===== src/rtl/mdio_pkg.sv =====
package mdio_pkg;
  localparam int CMD_BUSY = 0;
  localparam int CMD_WR   = 1;
  localparam int REG_LSB  = 4;
  localparam int REG_MSB  = 10;
  localparam int PHY_LSB  = 12;
  localparam int PHY_MSB  = 16;
  localparam int SEL_LSB  = 20;
  localparam int SEL_MSB  = 22;
  localparam int HALF_W   = 6;

  // half of the MDC divide ratio per clock-select code
  function automatic logic [HALF_W-1:0] half_period(input logic [2:0] code);
    case (code)
      3'd0:    half_period = HALF_W'(8);
      3'd1:    half_period = HALF_W'(13);
      3'd2:    half_period = HALF_W'(21);
      3'd3:    half_period = HALF_W'(31);
      3'd4:    half_period = HALF_W'(51);
      3'd5:    half_period = HALF_W'(62);
      default: half_period = HALF_W'(4);
    endcase
  endfunction
endpackage


===== src/rtl/mdio_clk_div.sv =====
module mdio_clk_div
  import mdio_pkg::*;
(
  input  logic       clk_i,
  input  logic       rst_ni,
  input  logic       run_i,
  input  logic [2:0] sel_i,
  output logic       mdc_o,
  output logic       rise_o,
  output logic       fall_o
);
  logic [HALF_W-1:0] cnt_q;
  logic [HALF_W-1:0] half;
  logic              term;

  assign half   = half_period(sel_i);
  assign term   = run_i && (cnt_q == half - HALF_W'(1));
  assign rise_o = term && !mdc_o;
  assign fall_o = term && mdc_o;

  always_ff @(posedge clk_i or negedge rst_ni) begin
    if (!rst_ni) begin
      cnt_q <= '0;
      mdc_o <= 1'b0;
    end else if (!run_i) begin
      cnt_q <= '0;
      mdc_o <= 1'b0;
    end else if (term) begin
      cnt_q <= '0;
      mdc_o <= ~mdc_o;
    end else begin
      cnt_q <= cnt_q + HALF_W'(1);
    end
  end

  AST_CNT_IN_RANGE: assert property (@(posedge clk_i) disable iff (!rst_ni)
    run_i |-> cnt_q < half);
  AST_MDC_TOGGLES_ON_TERM: assert property (@(posedge clk_i) disable iff (!rst_ni)
    run_i && !term |=> $stable(mdc_o));
endmodule


===== src/rtl/mdio_frame.sv =====
module mdio_frame #(
  parameter int PRE_LEN = 32,
  parameter int PHY_W   = 5,
  parameter int REG_W   = 5,
  parameter int DATA_W  = 16
) (
  input  logic              clk_i,
  input  logic              rst_ni,
  input  logic              start_i,
  input  logic              wr_i,
  input  logic [PHY_W-1:0]  phy_i,
  input  logic [REG_W-1:0]  regad_i,
  input  logic [DATA_W-1:0] wdata_i,
  input  logic              rise_i,
  input  logic              fall_i,
  input  logic              mdio_i,
  output logic              mdio_o,
  output logic              mdio_oe_o,
  output logic              done_o,
  output logic [DATA_W-1:0] rdata_o
);
  localparam int FRAME_LEN = PRE_LEN + 4 + PHY_W + REG_W + 2 + DATA_W;
  localparam int TA_POS    = PRE_LEN + 4 + PHY_W + REG_W;
  localparam int DATA_POS  = TA_POS + 2;
  localparam int CNT_W     = $clog2(FRAME_LEN);
  localparam logic [CNT_W-1:0] LAST_C = CNT_W'(FRAME_LEN - 1);
  localparam logic [CNT_W-1:0] TA_C   = CNT_W'(TA_POS);
  localparam logic [CNT_W-1:0] DATA_C = CNT_W'(DATA_POS);

  logic                 active_q;
  logic                 wr_q;
  logic [FRAME_LEN-1:0] tx_sr;
  logic [CNT_W-1:0]     bit_cnt;
  logic [DATA_W-1:0]    rx_sr;

  assign done_o    = active_q && fall_i && (bit_cnt == LAST_C);
  assign mdio_o    = active_q && tx_sr[FRAME_LEN-1];
  assign mdio_oe_o = active_q && (wr_q || (bit_cnt < TA_C));
  assign rdata_o   = rx_sr;

  always_ff @(posedge clk_i or negedge rst_ni) begin
    if (!rst_ni) begin
      active_q <= 1'b0;
      wr_q     <= 1'b0;
      tx_sr    <= '0;
      bit_cnt  <= '0;
    end else if (start_i) begin
      active_q <= 1'b1;
      wr_q     <= wr_i;
      bit_cnt  <= '0;
      tx_sr    <= {{PRE_LEN{1'b1}}, 2'b01, (wr_i ? 2'b01 : 2'b10), phy_i, regad_i,
                   (wr_i ? 2'b10 : 2'b11), (wr_i ? wdata_i : {DATA_W{1'b1}})};
    end else if (active_q && fall_i) begin
      if (bit_cnt == LAST_C) begin
        active_q <= 1'b0;
      end else begin
        bit_cnt <= bit_cnt + CNT_W'(1);
        tx_sr   <= {tx_sr[FRAME_LEN-2:0], 1'b1};
      end
    end
  end

  always_ff @(posedge clk_i or negedge rst_ni) begin
    if (!rst_ni) begin
      rx_sr <= '0;
    end else if (active_q && rise_i && !wr_q && (bit_cnt >= DATA_C)) begin
      rx_sr <= {rx_sr[DATA_W-2:0], mdio_i};
    end
  end

  AST_START_ONLY_IDLE: assert property (@(posedge clk_i) disable iff (!rst_ni)
    start_i |-> !active_q);
  AST_TX_SHIFT_ON_FALL: assert property (@(posedge clk_i) disable iff (!rst_ni)
    !start_i && !fall_i |=> $stable(tx_sr));
  AST_RX_HOLD_WRITE: assert property (@(posedge clk_i) disable iff (!rst_ni)
    active_q && wr_q |=> $stable(rx_sr));
endmodule


===== src/rtl/mdio_master.sv =====
module mdio_master
  import mdio_pkg::*;
#(
  parameter int DATA_W = 16,
  parameter int PHY_W  = 5,
  parameter int REG_W  = 5
) (
  input  logic        clk_i,
  input  logic        rst_ni,
  input  logic        reg_we_i,
  input  logic        reg_addr_i,
  input  logic [31:0] reg_wdata_i,
  output logic [31:0] reg_rdata_o,
  output logic        mdc_o,
  output logic        mdio_o,
  output logic        mdio_oe_o,
  input  logic        mdio_i
);
  localparam logic [31:0] CMD_MASK =
    (32'h7 << SEL_LSB) | (32'h1F << PHY_LSB) | (32'h7F << REG_LSB) | (32'h1 << CMD_WR);

  logic              busy_q;
  logic [31:0]       cmd_q;
  logic [DATA_W-1:0] data_q;
  logic              cmd_acc, data_acc, start;
  logic              rise, fall, done;
  logic [DATA_W-1:0] rx_data;

  assign cmd_acc  = reg_we_i && !reg_addr_i && !busy_q;
  assign data_acc = reg_we_i && reg_addr_i && !busy_q;
  assign start    = cmd_acc && reg_wdata_i[CMD_BUSY];

  always_ff @(posedge clk_i or negedge rst_ni) begin
    if (!rst_ni) begin
      busy_q <= 1'b0;
      cmd_q  <= '0;
    end else begin
      if (cmd_acc) cmd_q <= reg_wdata_i & CMD_MASK;
      if (start) busy_q <= 1'b1;
      else if (done) busy_q <= 1'b0;
    end
  end

  always_ff @(posedge clk_i or negedge rst_ni) begin
    if (!rst_ni) begin
      data_q <= '0;
    end else if (data_acc) begin
      data_q <= reg_wdata_i[DATA_W-1:0];
    end else if (done && !cmd_q[CMD_WR]) begin
      data_q <= rx_data;
    end
  end

  always_comb begin
    if (reg_addr_i) reg_rdata_o = {{(32-DATA_W){1'b0}}, data_q};
    else            reg_rdata_o = cmd_q | {31'b0, busy_q};
  end

  mdio_clk_div u_clk_div (
    .clk_i  (clk_i),
    .rst_ni (rst_ni),
    .run_i  (busy_q),
    .sel_i  (cmd_q[SEL_MSB:SEL_LSB]),
    .mdc_o  (mdc_o),
    .rise_o (rise),
    .fall_o (fall)
  );

  mdio_frame #(
    .PRE_LEN (32),
    .PHY_W   (PHY_W),
    .REG_W   (REG_W),
    .DATA_W  (DATA_W)
  ) u_frame (
    .clk_i     (clk_i),
    .rst_ni    (rst_ni),
    .start_i   (start),
    .wr_i      (reg_wdata_i[CMD_WR]),
    .phy_i     (reg_wdata_i[PHY_LSB +: PHY_W]),
    .regad_i   (reg_wdata_i[REG_LSB +: REG_W]),
    .wdata_i   (data_q),
    .rise_i    (rise),
    .fall_i    (fall),
    .mdio_i    (mdio_i),
    .mdio_o    (mdio_o),
    .mdio_oe_o (mdio_oe_o),
    .done_o    (done),
    .rdata_o   (rx_data)
  );

  AST_MDC_IDLE_LOW: assert property (@(posedge clk_i) disable iff (!rst_ni)
    !busy_q |-> !mdc_o);
  AST_OE_IDLE_LOW: assert property (@(posedge clk_i) disable iff (!rst_ni)
    !busy_q |-> !mdio_oe_o);
  AST_CMD_HOLD_BUSY: assert property (@(posedge clk_i) disable iff (!rst_ni)
    busy_q && $past(busy_q) |-> $stable(cmd_q));
  AST_DATA_HOLD_BUSY: assert property (@(posedge clk_i) disable iff (!rst_ni)
    busy_q && $past(busy_q) |-> $stable(data_q));
  AST_DONE_ONLY_BUSY: assert property (@(posedge clk_i) disable iff (!rst_ni)
    done |-> busy_q && fall);
endmodule


===== config.mk =====
export PLATFORM = sky130hd
export DESIGN_NAME = mdio_master
export DESIGN_NICKNAME = d
export VERILOG_FILES = /design/src/rtl/mdio_pkg.sv /design/src/rtl/mdio_clk_div.sv /design/src/rtl/mdio_frame.sv /design/src/rtl/mdio_master.sv
export SDC_FILE = /design/constraint.sdc
export NUM_CORES = 1
export LEC_CHECK = 0
export ABC_AREA = 1
export CORE_MARGIN = 4
export CORE_UTILIZATION = 50
export CTS_CLUSTER_DIAMETER = 100
export DETAILED_ROUTE_END_ITERATION = 10
export PLACE_DENSITY_LB_ADDON = 0.15
export SLEW_MARGIN = 25
export SYNTH_ARGS = -nofsm -noshare
export SYNTH_HDL_FRONTEND = slang
export SYNTH_SLANG_ARGS = --single-unit

===== constraint.sdc =====
create_clock -name clk_i -period 2.7 [get_ports clk_i]
set_input_delay 0.54 -clock clk_i [delete_from_list [all_inputs] [get_ports clk_i]]
set_output_delay 0.54 -clock clk_i [all_outputs]
set_load 0.03 [all_outputs]

==> results of run 1 <==
[layout make-up]
type	instances	area share, %
multi-input cells	522	32.4
clock inverters	9	1.13
inverters	74	3.67
well taps	147	2.41
flip-flops and latches	128	42.0
clock buffers	21	6.16
repair buffers	85	12.2
[kinds of logic (layout without fill, tap and decap cells)]
group                    count (synthesis)  after routing  synth area share (%)
adder cells (fa/ha/maj)                  8              8                  1.63
AND/OR/NAND/NOR                        383            384                  26.0
AO/OA/AOI/OAI                          106            106                  9.09
buffers and inverters                  121            189                  9.17
XOR/XNOR                                 9              9                  1.28
other                                    1             12                0.0611
multiplexers                             3              3                 0.550
flip-flops                             128            128                  52.2
[through the flow]
step / utilization [%] / instance area (µm²) / setup slack (ps) / hold WS [ps]
floorplan: - / 6180 / 213 / 244
global placement: 56.0 / 6730 / 89.1 / 467
detailed placement: 56.0 / 6730 / -14.5 / 474
CTS: 61.0 / 7320 / 11.9 / 166
global route: 63.5 / 7630 / -12.9 / 194
finish: 63.5 / 7630 / 128 / 144
[worst paths after layout]
check / start / to / slack (ps) / depth (start not counted)
max: cmd_q[21]$_DFFE_PN0P_ / u_frame.tx_sr[18]$_DFFE_PN0P_ / 130 / 15
min: rst_ni / u_clk_div.cnt_q[2]$_DFF_PN0_ / 140 / 1
max reg2reg: cmd_q[21]$_DFFE_PN0P_ / u_frame.tx_sr[18]$_DFFE_PN0P_ / 130 / 15
min reg2reg: u_frame.tx_sr[30]$_DFFE_PN0P_ / u_frame.tx_sr[31]$_DFFE_PN0P_ / 480 / 2
max in group asynchronous: rst_ni / u_frame.rdata_o[3]$_DFFE_PN0P_ / 1850 / 2
min in group clk_i: u_frame.tx_sr[30]$_DFFE_PN0P_ / u_frame.tx_sr[31]$_DFFE_PN0P_ / 480 / 2
[flip-flops by register name, summed over array words and instances, names as in the netlist]
signal / flops
u_frame.rdata_o: 16
u_clk_div.cnt_q: 6
cmd_q: 16
data_q: 16
u_frame.tx_sr: 64
u_frame.wr_q: 1
u_frame.bit_cnt: 6
busy_q: 1
u_clk_div.mdc_o: 1
u_frame.active_q: 1
[synthesized netlist by cell type, types with 3 or more instances]
master | number | area, µm²
buf_6 | 4 | 45.0
buf_4 | 19 | 143
xor2_1 | 3 | 26.3
o21ai_0 | 31 | 155
nand2_2 | 3 | 18.8
a22oi_1 | 6 | 45.0
dfrtp_1 | 128 | 3200
ha_1 | 8 | 100
nand2_1 | 157 | 589
buf_2 | 6 | 30.0
o21ai_1 | 30 | 150
nand3_1 | 55 | 275
inv_2 | 5 | 18.8
nor2_4 | 3 | 33.8
nor2_1 | 154 | 578
clkbuf_1 | 16 | 60.1
inv_1 | 68 | 255
xnor2_1 | 6 | 52.6
a21oi_1 | 34 | 170
mux2_2 | 3 | 33.8
[power by group through the flow]
stage	logic [mW]	clock network [mW]	registers [mW]
floorplan	0.0852	0	1.95
global placement	0.192	0	1.95
CTS	0.193	2.18	1.92
global route	0.207	2.27	1.92
finish	0.190	2.14	1.92
detailed placement	0.193	0	1.95
[worst max-delay path, delay by kind of cell (launching register included)]
kind          cells  cell delay, ps
fa+ha+maj         2             490
flops             1             450
simple gates      9             960
buf+inv           3             470
xor+xnor          1             120
[per-layer routing]
layer / wire (µm) / vias to the layer above / track usage, %
met5: 0 / - / 0
met4: 291 / 0 / 9.05
met3: 617 / 24 / 4.93
met2: 7190 / 119 / 32.5
met1: 6890 / 2460 / 27.6
li1: - / 2500 / -
[what timing repair did]
item / 4_1_cts / 5_1_grt
gates resized for setup: 6 / 16
pin swaps: 1 / 8
gates cloned: 1 / 11
setup buffers: 0 / 6
hold buffers: 0 / 0
endpoints found under the setup margin: 15 / 102
==> run summary, run 1 <==
### Clock network
- **H-tree level count** 4
- **CTS tree** built
- **clk sink count** 128
- **number of CTS-inserted buffers** 17
- **clock slew at the register clock pins of the worst setup and hold paths** 50 ps
- **CTS Buffer Depth** 2
- **Clock Latency Late Sink** 420 ps
- **root buf cell** clkbuf_16

### Global route
- **initial antenna violation count** 0
- **global-route wire length before repair** 23.3 mm
- **Remaining Overflow, GRT** 0
- **Total GRT Usage** 20.8%
- **via count of the first global-routing pass** 4933
- **pin count of the biggest net entering global routing** 51

### STA
- **shortest clock period the worst path allows after layout** 2570 ps
- **worst clock skew** 11.6 ps
- **setup violators final** 0
- **Tightest Pin Transition** 646 ps
- **part of the cycle the worst path needs** 95.3%
- **count of pins over their slew limit** 0
- **Slew Limit Headroom** 57.0%
- **FMAX** 389 MHz
- **Final Hold Fails** 0
- **setup tns final** 0 ps

### Worst setup path
- **CP Capture Type** flop
- **data required time at the worst endpoint** 3050 ps
- **CP Launch Type** flop
- **CP max stage cell** dfrtp_2
- **crit path cell chain** ha_1 -> inv_1 -> nand3_2 -> nand2_2 -> ha_2 -> xnor2_1 -> nor2_1 -> nand2_2 -> nor2_4 -> nand3_4 -> buf_4 -> nor3_2 -> buf_2 -> nand2_1 -> nand3_1
- **Setup CP Type** flop to flop
- **largest driver fanout on the critical path** 6
- **Arr. time, crit path** 2920 ps
- **most common cell type on the critical path** nand2_2
- **Crit path largest cell delay** 450 ps

### Synthesis
- **distinct cell type count after synthesis** 33
- **number of synthesized flops with an enable pin** 0
- **most common flop cell mapped by yosys** dfrtp_1
- **flip-flop and latch count after synthesis** 128
- **synthesized instance count** 759
- **synth warn** 0
- **mean cell area of the mapped netlist** 8.09 µm²
- **cell area after synthesis** 6140 µm²
- **proportion of synthesized flip-flops having asynchronous set or reset** 100%
- **register area share after synthesis** 52.2%

### Final layout
- **leading cell type in the layout, fill and taps excluded** nand2_1
- **commonest non-fill, non-tap cells in the layout** nand2_1, nor2_1, dfrtp_1, inv_1, nand3_1
- **Synth-to-Final Area Change** 24.4%
- **layout cell share with drive strength beyond 1** 14.2%
- **number of standard cells in the final layout excluding fillers** 986
- **sequential standard cell area** 3200 µm²
- **Layout fillers** 1044
- **antenna diode count** 0
- **final net count** 873
- **area of the multi-input gates** 2480 µm²

### Die
- **starting density of the core** 51.1%
- **die outline area** 14100 µm²
- **y dimension of the die** 119 µm
- **number of top-level design ports** 72
- **Die Wd** 119 µm
- **Placement Rows** 40
- **placeable core region** 12000 µm²

### Route
- **drt via density** 5.18
- **count of vias placed by the detailed router** 5103
- **violation count after the first detailed-routing iteration** 361
- **total iterations of the first detailed-routing run** 5
- **antenna viol nets, final** 0
- **routed wire length** 15.0 mm
- **DR DRC count** 0
- **average routed wire per standard cell** 15.2 µm

### Power
- **PD cells** 557 nW/µm²
- **largest voltage drop on the vdd net** 544 µV
- **overall power of the completed layout** 4.25 mW
- **fraction of power consumed by sequential logic** 45.2%
- **leakage power** 3.53 nW
- **clock network fraction of design power** 50.4%
- **Sw Ratio** 22.2%
- **Internal Pwr Total** 3.31 mW
- **switching pwr** 0.943 mW
- **combinational share of power** 4.5%

### Placed design
- **final HPWL from detailed placement** 9.12 mm
- **dpl cells** 938
- **GPL Wtd Cong** 0.843
- **IO Port Bufs** 47

### Hold path
- **min-delay worst type** input port to asynchronous set/reset pin

### Job
- **maxcap violations** 0

### Outcome
- **outcome** finished, final reports clean

No activity file was read; power rests on OpenSTA's default activity.
==> inputs of run 2 (changes only) <==
- PLACE_DENSITY: unset -> 0.81
- PLACE_DENSITY_LB_ADDON: 0.15 -> unset
==> run summary, run 2 (synthesis gave the netlist of run 1 again) <==
### Global route
- **Total GRT Usage** 20.1%, was 20.8%
- **via count of the first global-routing pass** 4912, was 4933
- **pin count of the biggest net entering global routing** 60, was 51
- **Remaining Overflow, GRT** 0, unchanged
- **global-route wire length before repair** 23.1 mm, was 23.3 mm
- **initial antenna violation count** 0, unchanged

### Worst setup path
- **Arr. time, crit path** 2950 ps, was 2920 ps
- **CP max stage cell** dfrtp_2, unchanged
- **data required time at the worst endpoint** 3030 ps, was 3050 ps
- **worst reg2reg startpoint** cmd_q[21]$_DFFE_PN0P_, unchanged
- **most common cell type on the critical path** nor2_1, was nand2_2
- **Setup CP Type** flop to flop, unchanged
- **crit path cell chain** ha_1 -> inv_1 -> nand3_1 -> nand2_2 -> ha_2 -> xnor2_1 -> nor2_1 -> nand2_1 -> nor2_4 -> nand3_4 -> nor2_4 -> nand2_4 -> nand2_8 -> clkbuf_16 -> nor2_1 -> nor2_1, was ha_1 -> inv_1 -> nand3_2 -> nand2_2 -> ha_2 -> xnor2_1 -> nor2_1 -> nand2_2 -> nor2_4 -> nand3_4 -> buf_4 -> nor3_2 -> buf_2 -> nand2_1 -> nand3_1
- **CP Launch Type** flop, unchanged
- **largest driver fanout on the critical path** 9, was 6
- **Setup crit start** cmd_q[21]$_DFFE_PN0P_, unchanged
- **Crit path largest cell delay** 460 ps, was 450 ps
- **CP Capture Type** flop, unchanged

### Job
- **maxcap violations** 0, unchanged

### Final layout
- **Largest register FFs** 64, unchanged
- **commonest non-fill, non-tap cells in the layout** nand2_1, nor2_1, dfrtp_1, inv_1, nand3_1, unchanged
- **layout cell share with drive strength beyond 1** 13.8%, was 14.2%
- **leading cell type in the layout, fill and taps excluded** nand2_1, unchanged
- **Synth-to-Final Area Change** 23.1%, was 24.4%
- **antenna diode count** 0, unchanged
- **register with the most flip-flops** u_frame.tx_sr, unchanged
- **final net count** 869, was 873

### STA
- **setup tns final** 0 ps, unchanged
- **part of the cycle the worst path needs** 97.0%, was 95.3%
- **crit path setup slack, layout** 81.4 ps, was 128 ps
- **setup violators final** 0, unchanged
- **count of pins over their slew limit** 0, unchanged
- **RSZ-0062 raised after global routing** yes
- **Final Hold Fails** 0, unchanged
- **FMAX** 382 MHz, was 389 MHz
- **shortest clock period the worst path allows after layout** 2620 ps, was 2570 ps
- **worst clock skew** 9.32 ps, was 11.6 ps

### Hold path
- **min-delay worst type** input port to asynchronous set/reset pin, unchanged

### Die
- **number of top-level design ports** 72, unchanged
- **y dimension of the die** 119 µm, unchanged
- **Placement Rows** 40, unchanged
- **starting density of the core** 51.1%, unchanged
- **placeable core region** 12000 µm², unchanged
- **die outline area** 14100 µm², unchanged
- **Die Wd** 119 µm, unchanged

### Route
- **violation count after the first detailed-routing iteration** 418, was 361
- **average routed wire per standard cell** 14.6 µm, was 15.2 µm
- **drt via density** 5.33, was 5.18
- **count of vias placed by the detailed router** 5239, was 5103
- **antenna viol nets, final** 0, unchanged
- **total iterations of the first detailed-routing run** 5, unchanged
- **routed wire length** 14.4 mm, was 15.0 mm
- **DR DRC count** 0, unchanged

### Placed design
- **final HPWL from detailed placement** 8.90 mm, was 9.12 mm
- **IO Port Bufs** 47, unchanged
- **GPL Wtd Cong** 0.828, was 0.843
- **pre-CTS WS** 23.7 ps, was -14.5 ps

### Clock network
- **H-tree level count** 4, unchanged
- **CTS tree** built, unchanged
- **Clock Latency Late Sink** 410 ps, was 420 ps
- **root buf cell** clkbuf_16, unchanged
- **CTS Buffer Depth** 2, unchanged
- **clock slew at the register clock pins of the worst setup and hold paths** 60 ps, was 50 ps
- **number of CTS-inserted buffers** 17, unchanged
- **clk sink count** 128, unchanged

### Power
- **PD cells** 586 nW/µm², was 557 nW/µm²
- **leakage power** 3.49 nW, was 3.53 nW
- **largest voltage drop on the vdd net** 436 µV, was 544 µV
- **overall power of the completed layout** 4.43 mW, was 4.25 mW

### Outcome
- **outcome** finished, final reports clean, unchanged

-- run 2: timing repair --
item / in CTS / in global routing
hold buffers: 0 / 0
gates cloned: 0 / 6
setup endpoints to repair: 1 / 98
setup buffers: 0 / 3
gates resized for setup: 1 / 14
pin swaps: 0 / 5
-- run 2: worst paths after layout --
| kind | end | slack, ps | depth (start not counted) |
|---|---|---|---|
| max | u_frame.tx_sr[38]$_DFFE_PN0P_ | 80 | 16 |
| min | u_frame.tx_sr[48]$_DFFE_PN0P_ | 50 | 1 |
| max reg2reg | u_frame.tx_sr[38]$_DFFE_PN0P_ | 80 | 16 |
| min reg2reg | u_frame.rdata_o[15]$_DFFE_PN0P_ | 470 | 2 |
| max in group asynchronous | u_frame.tx_sr[3]$_DFFE_PN0P_ | 1950 | 2 |
| min in group clk_i | u_frame.rdata_o[15]$_DFFE_PN0P_ | 470 | 2 |
-- run 2: layer usage --
metal / global-route usage, % / share of wire (%)
met2: 32.6 / 50
met4: 7.02 / 1.6
met3: 4.93 / 5.4
met5: 0 / 0
met1: 26.5 / 43
-- run 2: through the flow --
step           instances  hold slack, ps  util [%]  cell area, µm²
2_1_floorplan        770             244         -            6180
3_3_place_gp         943             462      56.2            6750
3_5_place_dp         943             462      56.2            6750
4_1_cts              974            59.4      61.3            7360
5_1_grt              983            75.3      62.9            7550
6_report             983            54.9      62.9            7550
-- run 2: area by class of cell --
cell class	instances	area, µm²
clock inverter	13	161
timing repair buffer	81	821
sequential	128	3200
inverter	74	280
clock buffer	18	439
fill	948	4460
tap	147	184
multi-input combinational	522	2460
-- run 2: worst max-delay path: cells and delay by family (launching register included) --
kind	cells	cell delay, ps
and+or+nand+nor	11	1240
buffers and inverters	2	210
xor gates and xnor gates	1	120
adders and majority gates	2	480
DFF	1	460
-- run 2: power by group --
group,switching [mW],total [mW],leakage (nW),internal (mW)
clock,0.846,2.32,0.285,1.47
sequential,0,1.92,1.31,1.92
combinational,0.127,0.190,1.89,0.0632
==> inputs of run 3 (changes only) <==
- CORE_ASPECT_RATIO: unset -> 1.2
- CORE_MARGIN: 4 -> 2
==> run summary, run 3 (synthesis gave the netlist of run 1 again) <==
### Outcome
- **outcome** finished, final reports clean, unchanged

### Die
- **Placement Rows** 44, was 40
- **placeable core region** 12100 µm², was 12000 µm²
- **y dimension of the die** 125 µm, was 119 µm
- **number of top-level design ports** 72, unchanged
- **die outline area** 13200 µm², was 14100 µm²
- **starting density of the core** 50.9%, was 51.1%
- **Die Wd** 105 µm, was 119 µm

### Final layout
- **Largest register FFs** 64, unchanged
- **Synth-to-Final Area Change** 26.6%, was 23.1%
- **antenna diode count** 0, unchanged
- **layout cell share with drive strength beyond 1** 14.5%, was 13.8%
- **Layout fillers** 933, was 948
- **commonest non-fill, non-tap cells in the layout** nand2_1, nor2_1, dfrtp_1, inv_1, nand3_1, unchanged
- **register with the most flip-flops** u_frame.tx_sr, unchanged
- **leading cell type in the layout, fill and taps excluded** nand2_1, unchanged
- **final net count** 873, was 869

### Worst setup path
- **CP Capture Type** flop, unchanged
- **CP max stage cell** dfrtp_2, unchanged
- **Setup CP Type** flop to flop, unchanged
- **data required time at the worst endpoint** 3030 ps, about the same
- **largest driver fanout on the critical path** 8, was 9
- **Arr. time, crit path** 2950 ps, about the same
- **most common cell type on the critical path** nand2_1, was nor2_1
- **CP Launch Type** flop, unchanged
- **Crit path largest cell delay** 450 ps, was 460 ps
- **crit path cell chain** buf_4 -> ha_1 -> inv_1 -> nand2_1 -> nand2_2 -> ha_4 -> xnor2_1 -> nor2_1 -> nand2_1 -> nor2_4 -> nand3_4 -> nor2_4 -> nand2_4 -> nand2_8 -> clkbuf_16 -> nand2_1 -> o21ai_1, was ha_1 -> inv_1 -> nand3_1 -> nand2_2 -> ha_2 -> xnor2_1 -> nor2_1 -> nand2_1 -> nor2_4 -> nand3_4 -> nor2_4 -> nand2_4 -> nand2_8 -> clkbuf_16 -> nor2_1 -> nor2_1

### Power
- **clock network fraction of design power** 55.1%, was 52.3%
- **PD cells** 605 nW/µm², was 586 nW/µm²
- **overall power of the completed layout** 4.70 mW, was 4.43 mW
- **fraction of power consumed by sequential logic** 40.9%, was 43.4%
- **Internal Pwr Total** 3.70 mW, was 3.45 mW
- **Sw Ratio** 21.3%, was 22.0%
- **combinational share of power** 4.0%, was 4.3%
- **switching pwr** 0.999 mW, was 0.973 mW
- **largest voltage drop on the vdd net** 415 µV, was 436 µV
- **leakage power** 3.59 nW, was 3.49 nW

### STA
- **count of pins over their slew limit** 0, unchanged
- **Final Hold Fails** 0, unchanged
- **Tightest Pin Transition** 555 ps
- **worst clock skew** 8.94 ps, was 9.32 ps
- **part of the cycle the worst path needs** 97.4%, was 97.0%
- **shortest clock period the worst path allows after layout** 2630 ps, was 2620 ps
- **Slew Limit Headroom** 63.0%
- **FMAX** 380 MHz, was 382 MHz
- **hold slack** 110 ps, was 54.9 ps
- **setup violators final** 0, unchanged

### Route
- **count of vias placed by the detailed router** 5265, was 5239
- **total iterations of the first detailed-routing run** 5, unchanged
- **violation count after the first detailed-routing iteration** 519, was 418
- **routed wire length** 15.0 mm, was 14.4 mm
- **average routed wire per standard cell** 15.0 µm, was 14.6 µm
- **antenna viol nets, final** 0, unchanged
- **drt via density** 5.25, was 5.33
- **DR DRC count** 0, unchanged

### Global route
- **Total GRT Usage** 22.4%, was 20.1%
- **pin count of the biggest net entering global routing** 47, was 60
- **GR met1 Demand/Resource** 28.7%, was 26.5%
- **GRT met2 Usage** 37.4%, was 32.6%
- **via count of the first global-routing pass** 5049, was 4912
- **Remaining Overflow, GRT** 0, unchanged
- **Most Used Layer, Global Route** met2, unchanged
- **initial antenna violation count** 0, unchanged
- **met3 usage** 4.07%, was 4.93%
- **global-route wire length before repair** 23.8 mm, was 23.1 mm

### Clock network
- **root buf cell** clkbuf_16, unchanged
- **Clock Latency Late Sink** 420 ps, was 410 ps
- **clock slew at the register clock pins of the worst setup and hold paths** 60 ps, about the same
- **hold buffer count at CTS** 0, unchanged
- **CTS Buffer Depth** 2, unchanged
- **H-tree level count** 4, unchanged
- **CTS tree** built, unchanged
- **clk sink count** 128, unchanged
- **number of CTS-inserted buffers** 17, unchanged

### Job
- **maxcap violations** 0, unchanged

### Placed design
- **GPL Wtd Cong** 0.795, was 0.828
- **final HPWL from detailed placement** 8.49 mm, was 8.90 mm
- **IO Port Bufs** 47, unchanged

### Hold path
- **min-delay worst type** input port to asynchronous set/reset pin, unchanged

==> run 3: changes by cell type in the layout (fill, tap and decap cells not counted), sizes merged <==
cell,change
buf,+2
inv,-2
clkbuf,+4
clkinvlp,-1
bufinv,+2
==> run 3: power by group through the flow <==
stage / registers [mW] / clock network, mW / logic, mW
4_1_cts: 1.92 / 2.59 / 0.190
2_1_floorplan: 1.95 / 0 / 0.0852
3_3_place_gp: 1.95 / 0 / 0.189
5_1_grt: 1.92 / 2.69 / 0.203
3_5_place_dp: 1.95 / 0 / 0.189
6_report: 1.92 / 2.59 / 0.188
==> run 3: layout make-up <==
class                      instances  area [µm²]  area share [%]
clock buffer                      20         467            6.01
clock inverter                    12         204            2.63
inverter                          74         285            3.67
multi-input combinational        522        2470            31.9
sequential                       128        3210            41.3
tap                              161         201            2.59
timing repair buffer              85         931            12.0
==> run 3: critical path, delay by kind of cell (launching register included) <==
family	cells	cell delay [ps]
AOI/OAI and AO/OA	1	120
adders and majority gates	2	360
xor gates and xnor gates	1	120
and+or+nand+nor	10	1100
buffers and inverters	3	380
DFF	1	450
==> run 3: path summary, 6_finish.rpt <==
| kind | from | to | slack (ps) | depth (start not counted) |
|---|---|---|---|---|
| min | rst_ni | cmd_q[14]$_DFFE_PN0P_ | 110 | 1 |
| max | cmd_q[22]$_DFFE_PN0P_ | u_frame.tx_sr[8]$_DFFE_PN0P_ | 70 | 17 |
| min in group clk_i | cmd_q[10]$_DFFE_PN0P_ | cmd_q[10]$_DFFE_PN0P_ | 490 | 2 |
| min reg2reg | cmd_q[10]$_DFFE_PN0P_ | cmd_q[10]$_DFFE_PN0P_ | 490 | 2 |
| max in group asynchronous | rst_ni | u_clk_div.cnt_q[5]$_DFF_PN0_ | 1910 | 2 |
| max reg2reg | cmd_q[22]$_DFFE_PN0P_ | u_frame.tx_sr[8]$_DFFE_PN0P_ | 70 | 17 |
==> run 3: layer usage <==
layer | share of wire (%) | routed length, µm | up-vias
met5 | 0 | 0 | -
met4 | 2.7 | 411 | 0
met3 | 5.0 | 745 | 42
met2 | 50 | 7530 | 207
met1 | 42 | 6350 | 2508
li1 | - | - | 2508
==> run 3: through the flow <==
step	setup slack [ps]	util (%)	TNS, ps	instance area (µm²)	cells
detailed placement	-27.9	56.1	-289	6760	954
global route	-78.2	64.4	-632	7770	1002
CTS	7.72	62.3	0	7520	989
floorplan	213	-	0	6180	770
global placement	-3.18	56.1	-5.77	6760	954
finish	71.4	64.4	0	7770	1002
==> run 3: repair_timing <==
| item | in CTS | in global routing |
|---|---|---|
| buffers inserted | 1 | 4 |
| setup endpoints to repair | 67 | 85 |
| resized for setup | 8 | 11 |
| gates cloned | 2 | 9 |
| pin swaps | 3 | 11 |
